==> src/rtl/bus_glue85_pkg.sv <==
package bus_glue85_pkg;
    typedef enum logic [1:0] {
        TGT_NONE = 2'd0,
        TGT_RAM  = 2'd1,
        TGT_UART = 2'd2,
        TGT_SW   = 2'd3
    } target_e;
endpackage

==> src/rtl/bus_glue85_latch.sv <==
module bus_glue85_latch #(
    parameter int W = 8
) (
    input  logic         clk,
    input  logic         rst_n,
    input  logic         ale,
    input  logic [W-1:0] bus,
    output logic [W-1:0] addr
);
    logic [W-1:0] held_q;

    // The strobe takes priority so a capture during reset is never lost.
    always_ff @(posedge clk) begin
        if (ale)
            held_q <= bus;
        else if (!rst_n)
            held_q <= '0;
    end

    // Transparent while the strobe is high, held otherwise.
    assign addr = ale ? bus : held_q;
endmodule

==> src/rtl/bus_glue85_decode.sv <==
module bus_glue85_decode
    import bus_glue85_pkg::*;
(
    input  logic    io_cyc,
    input  logic    top_bit,
    input  logic    io_hi_bit,
    input  logic    uart_bit,
    output target_e tgt
);
    always_comb begin
        tgt = TGT_NONE;
        if (!io_cyc) begin
            if (!top_bit)
                tgt = TGT_RAM;
        end else if (io_hi_bit) begin
            tgt = TGT_SW;
        end else if (uart_bit) begin
            tgt = TGT_UART;
        end
    end
endmodule

==> src/rtl/bus_glue85_strobe.sv <==
module bus_glue85_strobe
    import bus_glue85_pkg::*;
(
    input  target_e tgt,
    input  logic    rd_n,
    input  logic    wr_n,
    input  logic    rd_block,
    input  logic    ext_wr_n,
    input  logic    ext_cs_n,
    input  logic    early_rd,
    input  logic    reg_bit,
    output logic    ram_ce_n,
    output logic    ram_oe_n,
    output logic    ram_we_n,
    output logic    uart_cs_n,
    output logic    uart_rs,
    output logic    uart_e,
    output logic    uart_rw,
    output logic    sw_cs_n
);
    logic sel_ram, sel_uart, sel_sw;

    always_comb begin
        sel_ram  = 1'b0;
        sel_uart = 1'b0;
        sel_sw   = 1'b0;
        unique case (tgt)
            TGT_NONE: ;
            TGT_RAM:  sel_ram  = 1'b1;
            TGT_UART: sel_uart = 1'b1;
            TGT_SW:   sel_sw   = 1'b1;
        endcase
    end

    assign ram_ce_n  = ~sel_ram;
    assign ram_oe_n  = rd_n | rd_block;
    assign ram_we_n  = wr_n & ext_wr_n;
    assign uart_cs_n = ~sel_uart;
    assign uart_rs   = reg_bit;
    assign uart_e    = ~(rd_n & wr_n);
    assign uart_rw   = early_rd;
    assign sw_cs_n   = ~(sel_sw | ~ext_cs_n);
endmodule

==> src/rtl/bus_glue85.sv <==
module bus_glue85
    import bus_glue85_pkg::*;
#(
    parameter int LO_W      = 8,
    parameter int IO_HI_POS = 7,
    parameter int UART_POS  = 4,
    parameter int RS_POS    = 0
) (
    input  logic            clk,
    input  logic            rst_n,
    input  logic [LO_W-1:0] ad_i,
    input  logic            a15_i,
    input  logic            ale_i,
    input  logic            rd_n_i,
    input  logic            wr_n_i,
    input  logic            io_m_i,
    input  logic            s1_i,
    input  logic            ram_rd_dis_i,
    input  logic            ext_wr_n_i,
    input  logic            ext_cs_n_i,
    output logic [LO_W-1:0] addr_lo_o,
    output logic            ram_ce_n_o,
    output logic            ram_oe_n_o,
    output logic            ram_we_n_o,
    output logic            uart_cs_n_o,
    output logic            uart_rs_o,
    output logic            uart_e_o,
    output logic            uart_rw_o,
    output logic            sw_cs_n_o
);
    target_e tgt;

    bus_glue85_latch #(.W(LO_W)) u_latch (
        .clk   (clk),
        .rst_n (rst_n),
        .ale   (ale_i),
        .bus   (ad_i),
        .addr  (addr_lo_o)
    );

    bus_glue85_decode u_decode (
        .io_cyc    (io_m_i),
        .top_bit   (a15_i),
        .io_hi_bit (addr_lo_o[IO_HI_POS]),
        .uart_bit  (addr_lo_o[UART_POS]),
        .tgt       (tgt)
    );

    bus_glue85_strobe u_strobe (
        .tgt       (tgt),
        .rd_n      (rd_n_i),
        .wr_n      (wr_n_i),
        .rd_block  (ram_rd_dis_i),
        .ext_wr_n  (ext_wr_n_i),
        .ext_cs_n  (ext_cs_n_i),
        .early_rd  (s1_i),
        .reg_bit   (addr_lo_o[RS_POS]),
        .ram_ce_n  (ram_ce_n_o),
        .ram_oe_n  (ram_oe_n_o),
        .ram_we_n  (ram_we_n_o),
        .uart_cs_n (uart_cs_n_o),
        .uart_rs   (uart_rs_o),
        .uart_e    (uart_e_o),
        .uart_rw   (uart_rw_o),
        .sw_cs_n   (sw_cs_n_o)
    );
endmodule

==> config.mk <==
export PLATFORM = sky130hd
export DESIGN_NAME = bus_glue85
export DESIGN_NICKNAME = d
export VERILOG_FILES = /design/src/rtl/bus_glue85_pkg.sv /design/src/rtl/bus_glue85_latch.sv /design/src/rtl/bus_glue85_decode.sv /design/src/rtl/bus_glue85_strobe.sv /design/src/rtl/bus_glue85.sv
export SDC_FILE = /design/constraint.sdc
export NUM_CORES = 1
export LEC_CHECK = 0
export ABC_CLOCK_PERIOD_IN_PS = 1390
export BUFFER_PORTS_ARGS = -buffer_cell sky130_fd_sc_hd__buf_4
export CAP_MARGIN = 20
export CORE_AREA = 5 5 42 44
export CTS_BUF_LIST = sky130_fd_sc_hd__clkbuf_16
export DETAILED_ROUTE_END_ITERATION = 10
export DIE_AREA = 0 0 47 49
export GPL_ROUTABILITY_DRIVEN = 0
export PLACE_DENSITY = 0.73
export SETUP_SLACK_MARGIN = 0.3
export SYNTH_ARGS = -nofsm -noshare
export SYNTH_HDL_FRONTEND = slang
export SYNTH_HIERARCHICAL = 1
export SYNTH_SLANG_ARGS = --single-unit
export TNS_END_PERCENT = 30
==> constraint.sdc <==
create_clock -name clk -period 1.39 [get_ports clk]
set_clock_uncertainty 0.15 [all_clocks]
set_input_delay 0.0695 -clock clk [delete_from_list [all_inputs] [get_ports clk]]
set_output_delay 0.0695 -clock clk [all_outputs]
set_load 0.02 [all_outputs]
## Word-level counts from Yosys, hierarchy flattened

Index checks and enable logic that the tools add are counted.
W data, S select, Z words.

- Equality and inequality tests: 4
- Muxes and demuxes: 10
- Bitwise gates (word level): 9

Operators by type and width:

| operator | number |
|---|---|
| $mux W8 | 3 |
| $mux W2 | 3 |
| $not A1 Y1 | 5 |
| $eq A2 B2 Y1 const B | 2 |
| $mux W1 | 4 |
| $and A1 B1 Y1 | 2 |
| $eq A2 B1 Y1 const B | 1 |
| $ne A2 B1 Y1 const B | 1 |
| $or A1 B1 Y1 | 2 |

- Register bits: 8
- Logic and storage cells: 24

## Depth between registers and ports, before layout

Gate-level depths: netlist (run 1).

- Depth after elaboration: 8
- Gate-level depth with buffers: 5
- Depth with buffers taken out: 4

## Modules after synthesis

The synthesis (run 1) kept the hierarchy.

Modules (own cells, without submodules):

| module | instances | cells an instance | area an instance (µm²) | seq. area each (µm²) |
|---|---|---|---|---|
| bus_glue85_latch | 1 | 27 | 412.9 | 240.2 |
| bus_glue85_strobe | 1 | 8 | 51.3 | 0.0 |
| bus_glue85_decode | 1 | 3 | 16.3 | 0.0 |

## Worst setup path before layout (run 1)

Ideal clock, no wire load.

- Path kind: flip-flop to output port
- From: register u_latch.held_q[4]
- To: output sw_cs_n_o
- Arrival time: 1.389 ns
- Setup slack: -0.219 ns
- Stages on the path, launching flop included: 4
- Cell sequence: edfxtp_1 mux2_2 o21a_1 a21boi_0

- Longest elaborated chain between the ends: 8

Ends and longest elaborated chain:

| what | RTL line | RTL |
|---|---|---|
| start, declared | bus_glue85_latch.sv:10 | `logic [W-1:0] held_q;` |
| start signal, assigned | bus_glue85_latch.sv:15 | `held_q <= bus;` |
| $mux W8 | bus_glue85_latch.sv:21 | `assign addr = ale ? bus : held_q;` |
| named net addr_lo_o[4] | bus_glue85.sv:21 | `output logic [LO_W-1:0] addr_lo_o,` |
| $mux W2 | bus_glue85_decode.sv:17 | `end else if (uart_bit) begin` |
| $mux W2 | bus_glue85_decode.sv:15 | `end else if (io_hi_bit) begin` |
| $mux W2 | bus_glue85_decode.sv:12 | `if (!io_cyc) begin` |
| named net tgt[1] | bus_glue85.sv:31 | `target_e tgt;` |
| $eq A2 B2 Y1 | bus_glue85_strobe.sv:27 | `unique case (tgt)` |
| $mux W1 | bus_glue85_strobe.sv:27 |  |
| $or A1 B1 Y1 | bus_glue85_strobe.sv:42 | `assign sw_cs_n = ~(sel_sw \| ~ext_cs_n);` |
| $not A1 Y1 | bus_glue85_strobe.sv:42 |  |
| end, declared | bus_glue85.sv:29 | `output logic sw_cs_n_o` |

The timed path passes the listed nets, and every way through them passes these cells.

## Worst setup path after layout (run 1)

- From: register u_latch.held_q[4]
- To: output ram_ce_n_o

- Longest elaborated chain between the ends: 7

Ends and longest elaborated chain:

| what | RTL line | RTL |
|---|---|---|
| $mux W8 | bus_glue85_latch.sv:21 |  |
| $mux W2 | bus_glue85_decode.sv:17 |  |
| $mux W2 | bus_glue85_decode.sv:15 |  |
| $mux W2 | bus_glue85_decode.sv:12 |  |
| named net tgt[1] | bus_glue85.sv:31 |  |
| $eq A2 B1 Y1 | bus_glue85_strobe.sv:27 |  |
| $mux W1 | bus_glue85_strobe.sv:27 |  |
| $not A1 Y1 | bus_glue85_strobe.sv:35 | `assign ram_ce_n = ~sel_ram;` |
| end, declared | bus_glue85.sv:22 | `output logic ram_ce_n_o,` |

The timed path passes the listed nets, and every way through them passes these cells.

==> out/summary.log, run 1 <==
qor: timing.max_slew_violations 0
qor: drt.routed_wire_length 1241 µm
qor: timing.fmax 622.4 MHz
qor: worst_hold_path.hold_class input pin to flip-flop
qor: worst_setup_path.worstPathRequired 1.17 ns
qor: outcome.run_status finished, violations left
qor: layout.most-common-layout-cells sky130_fd_sc_hd__buf_4 (23), sky130_fd_sc_hd__buf_6 (11), sky130_fd_sc_hd__dlygate4sd3_1 (9), sky130_fd_sc_hd__and2_1 (9)
qor: floorplan.die-width 47 µm
qor: cts.cts-buffers-inserted 3
qor: layout.design.final.nets 101
qor: global_route.via_count_of_the_first_global_routing_pass 521
qor: timing.unrepaired_setup_endpoints_after_global_routing yes
qor: timing.setup_tns -0.5922 ns
qor: drt.drt_first_iter_violations 3
qor: drt.drt.antenna.violating_nets 0
qor: worst_setup_path.crit_path_max_incr_delay 0.35 ns
qor: floorplan.fp.dieH 49 µm
qor: worst_setup_path.cp.depth 4
qor: floorplan.design.die.area 2303 µm²
qor: cts.cts_sinks 8
qor: worst_setup_path.cp-start-kind flip-flop
qor: worst_setup_path.path_max_fanout 3
qor: worst_setup_path.worst_setup_path_endpoint ram_ce_n_o
qor: global_route.grt_antenna_before_repair 0
qor: layout.stdcell_count 96
qor: synthesis.postSynthCellCount 38
qor: timing.whs 0.1084 ns
qor: layout.largest_reg_flops 8
qor: layout.registers.top_by_ff_count u_latch/held_q
qor: placement.io_buffers 32
qor: floorplan.placementRows 14
qor: timing.setup_viol 3
qor: layout.final_common_cell sky130_fd_sc_hd__buf_4
qor: floorplan.num_io_pins 35
qor: drt.average_wire_per_cell_in_the_routed_design 12.93 µm
qor: global_route.track_usage 12.83%
qor: worst_setup_path.critical_path_buf_inv_count 1
qor: worst_setup_path.cp_data_arrival_time 1.39 ns
qor: synthesis.mappedNetlistNets 57
qor: worst_setup_path.timing.critical_path.from u_latch/held_q[4]$_SDFFCE_PN0P_
qor: placement.placed_area 755.7 µm²
qor: placement.hpwl 867.8 µm
qor: layout.area.growth.synth_to_final 108.3%
qor: layout.leading_registers_by_flop_count u_latch/held_q: 8 flops
qor: synthesis.yosys_warnings 6
qor: power_and_ir_drop.finalPower 1.082 mW
qor: power_and_ir_drop.power.leakage 0.4643 nW
qor: cts.cts_root_buffer sky130_fd_sc_hd__clkbuf_16
qor: timing.relSlewSlack 85.58%
qor: outcome.violations setup timing
qor: power_and_ir_drop.ir_worst_vdd 771.9 µV
qor: timing.worst_margin_slew 0.2156 ns
qor: synthesis.synth.yosys.seq_area_share 50.00%
qor: timing.layout_worst_path_cycle_share 115.6%
qor: worst_setup_path.critPathKind flip-flop to output port
qor: worst_setup_path.list_of_cells_traversed_by_the_critical_path mux2_4, o21a_4, nand2b_4, buf_6
qor: worst_setup_path.critical_path.endpoint_type output port
qor: power_and_ir_drop.power-per-cell-area 1081 nW/µm²
qor: synthesis.ys_ff_latch 8
qor: synthesis.mappedNetlistArea 480.5 µm²
qor: floorplan.initial_utilization 34.29%
qor: cts.cts_tree built
qor: cts.cts.reportedPaths.clkPinSlew 0.04 ns
qor: global_route.grt_start_max_net_pins 16
qor: drt.detail_route.vias_per_cell 4.729
qor: placement.placed_cells 83
qor: layout.antenna-diode-count 0
qor: worst_setup_path.crit_slowest_cell sky130_fd_sc_hd__edfxtp_1
qor: drt.num_vias 454
qor: layout.layout-drive-gt1-share 65.00%
qor: synthesis.yosysUniqueCellTypes 13
qor: timing.final_min_period 1.607 ns
qor: timing.final_hold_viols 0
qor: synthesis.syn-mean-instance-area 12.64 µm²
qor: worst_setup_path.crit_family flip-flops
qor: cts.clock_tree.buffer_depth 2
qor: run.timing.max_cap.violations 0
qor: layout.finalInstanceArea 1001 µm²
qor: worst_hold_path.hold_path_depth 2
qor: timing.layout_setup_ws -0.2167 ns
qor: global_route.grt_pass1_wl 2125 µm
qor: cts.level_count_of_the_clock_h_tree 1
qor: floorplan.core_area 1401 µm²
qor: global_route.gr_ovfl_total 0
qor: drt.number_of_remaining_drc_errors 0
qor: drt.first_pass_iters 4
## layer usage
layer | wire (µm) | up-vias | global-route usage [%]
met5 | 0 | - | 0
met1 | 430 | 209 | 13.93
met4 | 29 | 0 | 6.912
met2 | 620 | 28 | 20.14
met3 | 160 | 3 | 5.535
li1 | - | 214 | -
## worst min-delay path by stage
stage	startpoint	to	slack, ns
after floorplan	s1_i	uart_rw_o	0.10
after global placement	s1_i	uart_rw_o	-0.01
after detailed placement	s1_i	uart_rw_o	-0.01
after CTS	rst_n	u_latch/held_q[7]$_SDFFCE_PN0P_	0.21
after global routing	rst_n	u_latch/held_q[1]$_SDFFCE_PN0P_	0.13
final	rst_n	u_latch/held_q[1]$_SDFFCE_PN0P_	0.11
## final cells by class
type / instances / area (µm²)
Clock buffer: 3 / 75.07
Fill cell: 100 / 400.4
Multi-Input combinational cell: 26 / 279.0
Sequential cell: 8 / 240.2
Tap cell: 16 / 20.02
Timing Repair Buffer: 43 / 386.6
## through the flow
stage	utilization, %	setup slack [ns]
2_1_floorplan	-	0.07977
3_3_place_gp	53.93	0.03385
3_5_place_dp	53.93	-0.0007327
4_1_cts	70.27	-0.2352
5_1_grt	71.43	-0.2453
6_report	71.43	-0.2167
## power breakdown
| part | internal [mW] | total (mW) | switching, mW |
|---|---|---|---|
| Clock | 0.370 | 0.478 | 0.107 |
| Sequential | 0.292 | 0.298 | 0.00678 |
| Combinational | 0.178 | 0.306 | 0.128 |
| Total | 0.840 | 1.08 | 0.242 |
## timing repair
action,4_1_cts,5_1_grt
pin swaps,1,1
setup buffers,0,1
setup endpoints to repair,12,20
resized for setup,16,3
endpoints found under the hold margin,9,0
hold buffers,9,0
## logic make-up (layout without fill, tap and decap cells)
| group | Yosys count | count (layout) | synth area share (%) |
|---|---|---|---|
| DFF | 8 | 8 | 50.00 |
| and+or+nand+nor | 15 | 15 | 18.49 |
| AOI/OAI and AO/OA | 3 | 3 | 4.167 |
| muxes | 8 | 8 | 19.53 |
| buffers and inverters | 4 | 46 | 7.811 |
## cell usage after synthesis
| cell type | n | area [µm²] |
|---|---|---|
| sky130_fd_sc_hd__or2_1 | 1 | 6.260 |
| sky130_fd_sc_hd__a21boi_0 | 1 | 7.510 |
| sky130_fd_sc_hd__edfxtp_1 | 8 | 240.2 |
| sky130_fd_sc_hd__o21ai_1 | 1 | 5.000 |
| sky130_fd_sc_hd__mux2_4 | 1 | 15.01 |
| sky130_fd_sc_hd__buf_6 | 2 | 22.52 |
| sky130_fd_sc_hd__and2_1 | 9 | 56.30 |
| sky130_fd_sc_hd__buf_4 | 2 | 15.01 |
| sky130_fd_sc_hd__mux2_1 | 1 | 11.26 |
| sky130_fd_sc_hd__nand2b_1 | 3 | 18.77 |
| sky130_fd_sc_hd__nand2_1 | 2 | 7.510 |
| sky130_fd_sc_hd__o21a_1 | 1 | 7.510 |
| sky130_fd_sc_hd__mux2_2 | 6 | 67.56 |
(Power assumes the default switching activity.)
==> run 2: changes to the inputs <==
ABC_CLOCK_PERIOD_IN_PS = 1350   (was 1390)
CORE_AREA = unset   (was 5 5 42 44)
CORE_MARGIN = 5   (was unset)
CORE_UTILIZATION = 34   (was unset)
DIE_AREA = unset   (was 0 0 47 49)
PLACE_DENSITY = 0.72   (was 0.73)
clock period = 1.35 ns   (was 1.39 ns; I/O delays follow)
==> out/summary.log, run 2 (synthesis gave the netlist of run 1 again) <==
qor: outcome.run_status finished, violations left
qor: outcome.violations setup timing
qor: layout.design.final.nets 101
qor: timing.layout_setup_ws -0.2488 ns
qor: cts.cts_tree built
qor: run.timing.max_cap.violations 0
qor: timing.setup_viol 3
qor: floorplan.design.die.area 2265 µm²
qor: floorplan.placementRows 13
qor: layout.antenna-diode-count 0
qor: layout.multi_input_area 276.5 µm²
qor: worst_setup_path.list_of_cells_traversed_by_the_critical_path mux2_4, o21a_4, nand2b_4, buf_6
qor: timing.unrepaired_setup_endpoints_after_global_routing yes
qor: global_route.grt_antenna_before_repair 0
qor: timing.relSlewSlack 85.28%
qor: layout.registers.top_by_ff_count u_latch/held_q
qor: worst_setup_path.cp-start-kind flip-flop
qor: worst_setup_path.cp_data_arrival_time 1.38 ns
qor: layout.n_fill_cell 101
qor: cts.clock_tree.buffer_depth 2
qor: drt.number_of_remaining_drc_errors 0
qor: global_route.grt_start_max_net_pins 16
qor: drt.first_pass_iters 2
qor: global_route.grt_pass1_wl 2028 µm
qor: layout.most-common-layout-cells sky130_fd_sc_hd__buf_4 (24), sky130_fd_sc_hd__buf_6 (10), sky130_fd_sc_hd__mux2_4 (8), sky130_fd_sc_hd__and2_1 (8), sky130_fd_sc_hd__edfxtp_1 (8)
qor: timing.final_hold_viols 0
qor: worst_setup_path.critPathKind flip-flop to output port
qor: worst_hold_path.hold_path_depth 3
qor: floorplan.fp.dieH 47.59 µm
qor: timing.fmax 625.5 MHz
qor: cts.cts.reportedPaths.clkPinSlew 0.04 ns
qor: drt.detail_route.vias_per_cell 4.695
qor: worst_setup_path.timing.critical_path.from u_latch/held_q[7]$_SDFFCE_PN0P_
qor: worst_hold_path.hold_class input pin to flip-flop
qor: global_route.track_usage 13.07%
qor: placement.hpwl 912.5 µm
qor: global_route.global_route.peak_usage_layer met2
qor: global_route.via_count_of_the_first_global_routing_pass 495
qor: layout.layout-drive-gt1-share 63.75%
qor: drt.average_wire_per_cell_in_the_routed_design 13.98 µm
qor: cts.level_count_of_the_clock_h_tree 1
qor: worst_setup_path.crit_slowest_cell sky130_fd_sc_hd__edfxtp_1
qor: timing.setup_tns -0.7212 ns
qor: global_route.grt_util_met1 13.10%
qor: global_route.met3_resource_use_gr 4.511%
qor: worst_hold_path.worstHoldStart ad_i[6]
qor: layout.register_area 240.2 µm²
qor: global_route.gr-usage-met2 24.60%
qor: cts.cts_root_buffer sky130_fd_sc_hd__clkbuf_16
qor: layout.area.growth.synth_to_final 108.9%
qor: worst_setup_path.path_max_fanout 3
qor: placement.placed_area 762.0 µm²
qor: layout.largest_reg_flops 8
qor: floorplan.die-width 47.59 µm
qor: cts.cts-buffers-inserted 3
qor: power_and_ir_drop.power.leakage 0.4995 nW
qor: timing.worst_margin_slew 0.2199 ns
qor: floorplan.core_area 1318 µm²
qor: drt.drt_first_iter_violations 1
qor: timing.max_slew_violations 0
qor: floorplan.initial_utilization 36.47%
qor: worst_setup_path.crit_path_max_incr_delay 0.35 ns
qor: layout.final_common_cell sky130_fd_sc_hd__buf_4
qor: power_and_ir_drop.ir_worst_vdd 1070 µV
qor: timing.layout_worst_path_cycle_share 118.4%
qor: placement.dp_slack -0.04104 ns
qor: layout.leading_registers_by_flop_count u_latch/held_q: 8 flops
qor: placement.io_buffers 32
qor: drt.routed_wire_length 1328 µm
qor: timing.final_min_period 1.599 ns
qor: drt.num_vias 446
qor: power_and_ir_drop.power-per-cell-area 1109 nW/µm²
qor: cts.cts_sinks 8
qor: drt.drt.antenna.violating_nets 0
qor: layout.finalInstanceArea 1003 µm²
qor: worst_setup_path.worstPathRequired 1.13 ns
qor: floorplan.num_io_pins 35
qor: global_route.gr_ovfl_total 0
qor: worst_setup_path.critical_path.endpoint_type output port
==> run 2: changes by cell type in the layout (fill, tap and decap cells not counted), sizes merged <==
cell	previous run	this run
dlygate4sd3	9	5
dlymetal6s4s	0	4
==> run 2: timing repair <==
item,4_1_cts,5_1_grt
gates cloned,0,0
hold buffers,9,0
pin swaps,1,4
resized for setup,16,5
setup endpoints to repair,12,19
endpoints found under the hold margin,9,0
buffers inserted,0,0
==> run 2: stage by stage <==
step / cells / total power [mW] / hold WS [ns] / util, %
detailed placement: 83 / 0.5598 / -0.01446 / 57.83
floorplan: 38 / 0.4587 / 0.09759 / -
global route: 95 / 1.155 / 0.1685 / 76.16
finish: 95 / 1.113 / 0.1599 / 76.16
global placement: 83 / 0.5559 / -0.01446 / 57.83
CTS: 95 / 1.119 / 0.1597 / 75.21
==> run 2: cell type report <==
class,count,area share (%)
multi-input combinational,26,27.56
timing repair buffer,43,39.15
sequential,8,23.94
tap,15,1.870
clock buffer,3,7.481
==> run 2: per-layer routing <==
layer  part of all wire, %  vias up
li1                      -      214
met1                    33      210
met2                    54       19
met5                     0        -
met4                   1.4        0
met3                    11        3
==> run 2: final timing paths <==
path,end,slack [ns]
worst min-delay path,u_latch/held_q[6]$_SDFFCE_PN0P_,0.16
worst max-delay path,ram_ce_n_o,-0.25
==> run 2: power breakdown <==
part           internal, mW  switching, mW
sequential            0.300        0.00593
clock                 0.381          0.110
combinational         0.183          0.133
==> run 2: worst max-delay path, delay by kind of cell, from the launching register on <==
family	cells	cell delay, ns
AOI/OAI and AO/OA	1	0.24
buffers and inverters	1	0.13
DFF	1	0.35
muxes	1	0.29
and+or+nand+nor	1	0.14
==> run 3: changes to the inputs <==
SKIP_CTS_REPAIR_TIMING = 1   (was unset)
==> out/summary.log, run 3 (synthesis gave the netlist of run 1 again) <==
qor: floorplan.core_area 1318 µm²
qor: drt.routed.top_layer met4
qor: placement.io_buffers 32
qor: worst_setup_path.cp_data_arrival_time 1.38 ns
qor: drt.average_wire_per_cell_in_the_routed_design 13.91 µm
qor: drt.drt.antenna.violating_nets 0
qor: layout.antenna-diode-count 0
qor: worst_setup_path.critPathKind flip-flop to output port
qor: floorplan.num_io_pins 35
qor: global_route.track_usage 10.99%
qor: timing.worst_margin_slew 0.2200 ns
qor: cts.clock_tree.buffer_depth 2
qor: worst_setup_path.path_max_fanout 3
qor: worst_setup_path.crit_slowest_cell sky130_fd_sc_hd__edfxtp_1
qor: layout.area.growth.synth_to_final 97.92%
qor: layout.utilization 72.17%
qor: drt.first_pass_iters 1
qor: timing.relSlewSlack 85.28%
qor: timing.layout_setup_ws -0.2487 ns
qor: worst_hold_path.hold_path_depth 2
qor: drt.num_vias 424
qor: global_route.grt_pass1_wl 1731 µm
qor: cts.cts.reportedPaths.clkPinSlew 0.04 ns
qor: layout.design.final.nets 97
qor: floorplan.die-width 47.59 µm
qor: timing.setup_tns -0.7210 ns
qor: cts.cts_sinks 8
qor: placement.placed_cells 83
qor: placement.hpwl 912.5 µm
qor: timing.setup_viol 3
qor: drt.detail_route.vias_per_cell 4.659
qor: cts.cts_tree built
qor: drt.number_of_remaining_drc_errors 0
qor: layout.most-common-layout-cells sky130_fd_sc_hd__buf_4 (24), sky130_fd_sc_hd__buf_6 (10), sky130_fd_sc_hd__and2_1 (9)
qor: run.timing.max_cap.violations 0
qor: drt.drt_first_iter_violations 0
qor: timing.whs -0.01054 ns
qor: floorplan.placementRows 13
qor: global_route.grt_antenna_before_repair 0
qor: power_and_ir_drop.finalPower 1.100 mW
qor: timing.fmax 625.5 MHz
qor: layout.stdcell_count 91
qor: worst_setup_path.cp-start-kind flip-flop
qor: worst_hold_path.whs_endpoint u_latch/held_q[3]$_SDFFCE_PN0P_
qor: timing.final_min_period 1.599 ns
qor: drt.wl_met1 401 µm
qor: layout.final_common_cell sky130_fd_sc_hd__buf_4
qor: drt.routed_wire_length 1266 µm
qor: outcome.run_status finished, violations left
qor: worst_setup_path.worstPathRequired 1.13 ns
qor: global_route.grt_start_max_net_pins 16
qor: worst_setup_path.crit_family flip-flops
qor: cts.cts-buffers-inserted 3
qor: worst_hold_path.hold_class input pin to flip-flop
qor: timing.max_slew_violations 0
qor: global_route.gr_ovfl_total 0
qor: timing.final_hold_viols 4
qor: layout.leading_registers_by_flop_count u_latch/held_q: 8 flops
qor: layout.n_fill_cell 108
qor: drt.detail_route_met3_wl 141 µm
qor: layout.layout-drive-gt1-share 65.79%
qor: layout.largest_reg_flops 8
qor: timing.unrepaired_setup_endpoints_after_global_routing yes
qor: placement.placed_area 762.0 µm²
qor: floorplan.fp.dieH 47.59 µm
qor: outcome.violations hold timing, setup timing
qor: layout.finalInstanceArea 950.9 µm²
qor: floorplan.design.die.area 2265 µm²
qor: worst_setup_path.list_of_cells_traversed_by_the_critical_path mux2_4, o21a_4, nand2b_4, buf_6
qor: layout.registers.top_by_ff_count u_latch/held_q
qor: cts.level_count_of_the_clock_h_tree 1
qor: cts.cts_root_buffer sky130_fd_sc_hd__clkbuf_16
qor: power_and_ir_drop.power.leakage 0.4454 nW
qor: power_and_ir_drop.ir_worst_vdd 1053 µV
qor: timing.layout_worst_path_cycle_share 118.4%
qor: floorplan.initial_utilization 36.47%
qor: worst_setup_path.critical_path_buf_inv_count 1
qor: global_route.via_count_of_the_first_global_routing_pass 429
qor: placement.dp_slack -0.04104 ns
qor: worst_setup_path.crit_path_max_incr_delay 0.34 ns
qor: drt.met2RoutedLength 704 µm
qor: power_and_ir_drop.power-per-cell-area 1157 nW/µm²
qor: worst_setup_path.critical_path.endpoint_type output port
qor: worst_hold_path.worstHoldStart ad_i[3]
[run 3: cell count changes in the layout (fill, tap and decap cells not counted), sizes merged]
cell	before	now
dlymetal6s4s	4	0
[run 3: how the worst max path moves through the flow]
stage          cells past startpoint                            start         end  slack, ns
4_1_cts                            4  u_latch/held_q[4]$_SDFFCE_PN0P_  ram_ce_n_o      -0.29
3_5_place_dp                       4  u_latch/held_q[4]$_SDFFCE_PN0P_  ram_ce_n_o      -0.04
6_report                           4  u_latch/held_q[7]$_SDFFCE_PN0P_  ram_ce_n_o      -0.25
3_3_place_gp                       4  u_latch/held_q[4]$_SDFFCE_PN0P_  ram_ce_n_o     -0.005
2_1_floorplan                      3  u_latch/held_q[4]$_SDFFCE_PN0P_   sw_cs_n_o       0.04
5_1_grt                            4  u_latch/held_q[7]$_SDFFCE_PN0P_  ram_ce_n_o      -0.29
[run 3: cell type report]
cell class	instances	area, µm²	area share [%]
Timing Repair Buffer	39	342.8	36.05
Multi-Input combinational cell	26	274.0	28.82
Tap cell	15	18.77	1.974
Sequential cell	8	240.2	25.26
Clock buffer	3	75.07	7.895
[run 3: report_power, final]
group / internal [mW] / switching (mW)
Sequential: 0.300 / 0.00582
Clock: 0.381 / 0.110
Combinational: 0.172 / 0.131
[run 3: per-layer routing]
layer  track usage [%]  up-vias
met1             10.80      197
met5                 0        -
met2             20.32       19
met3             4.135        2
met4             4.839        0
li1                  -      206
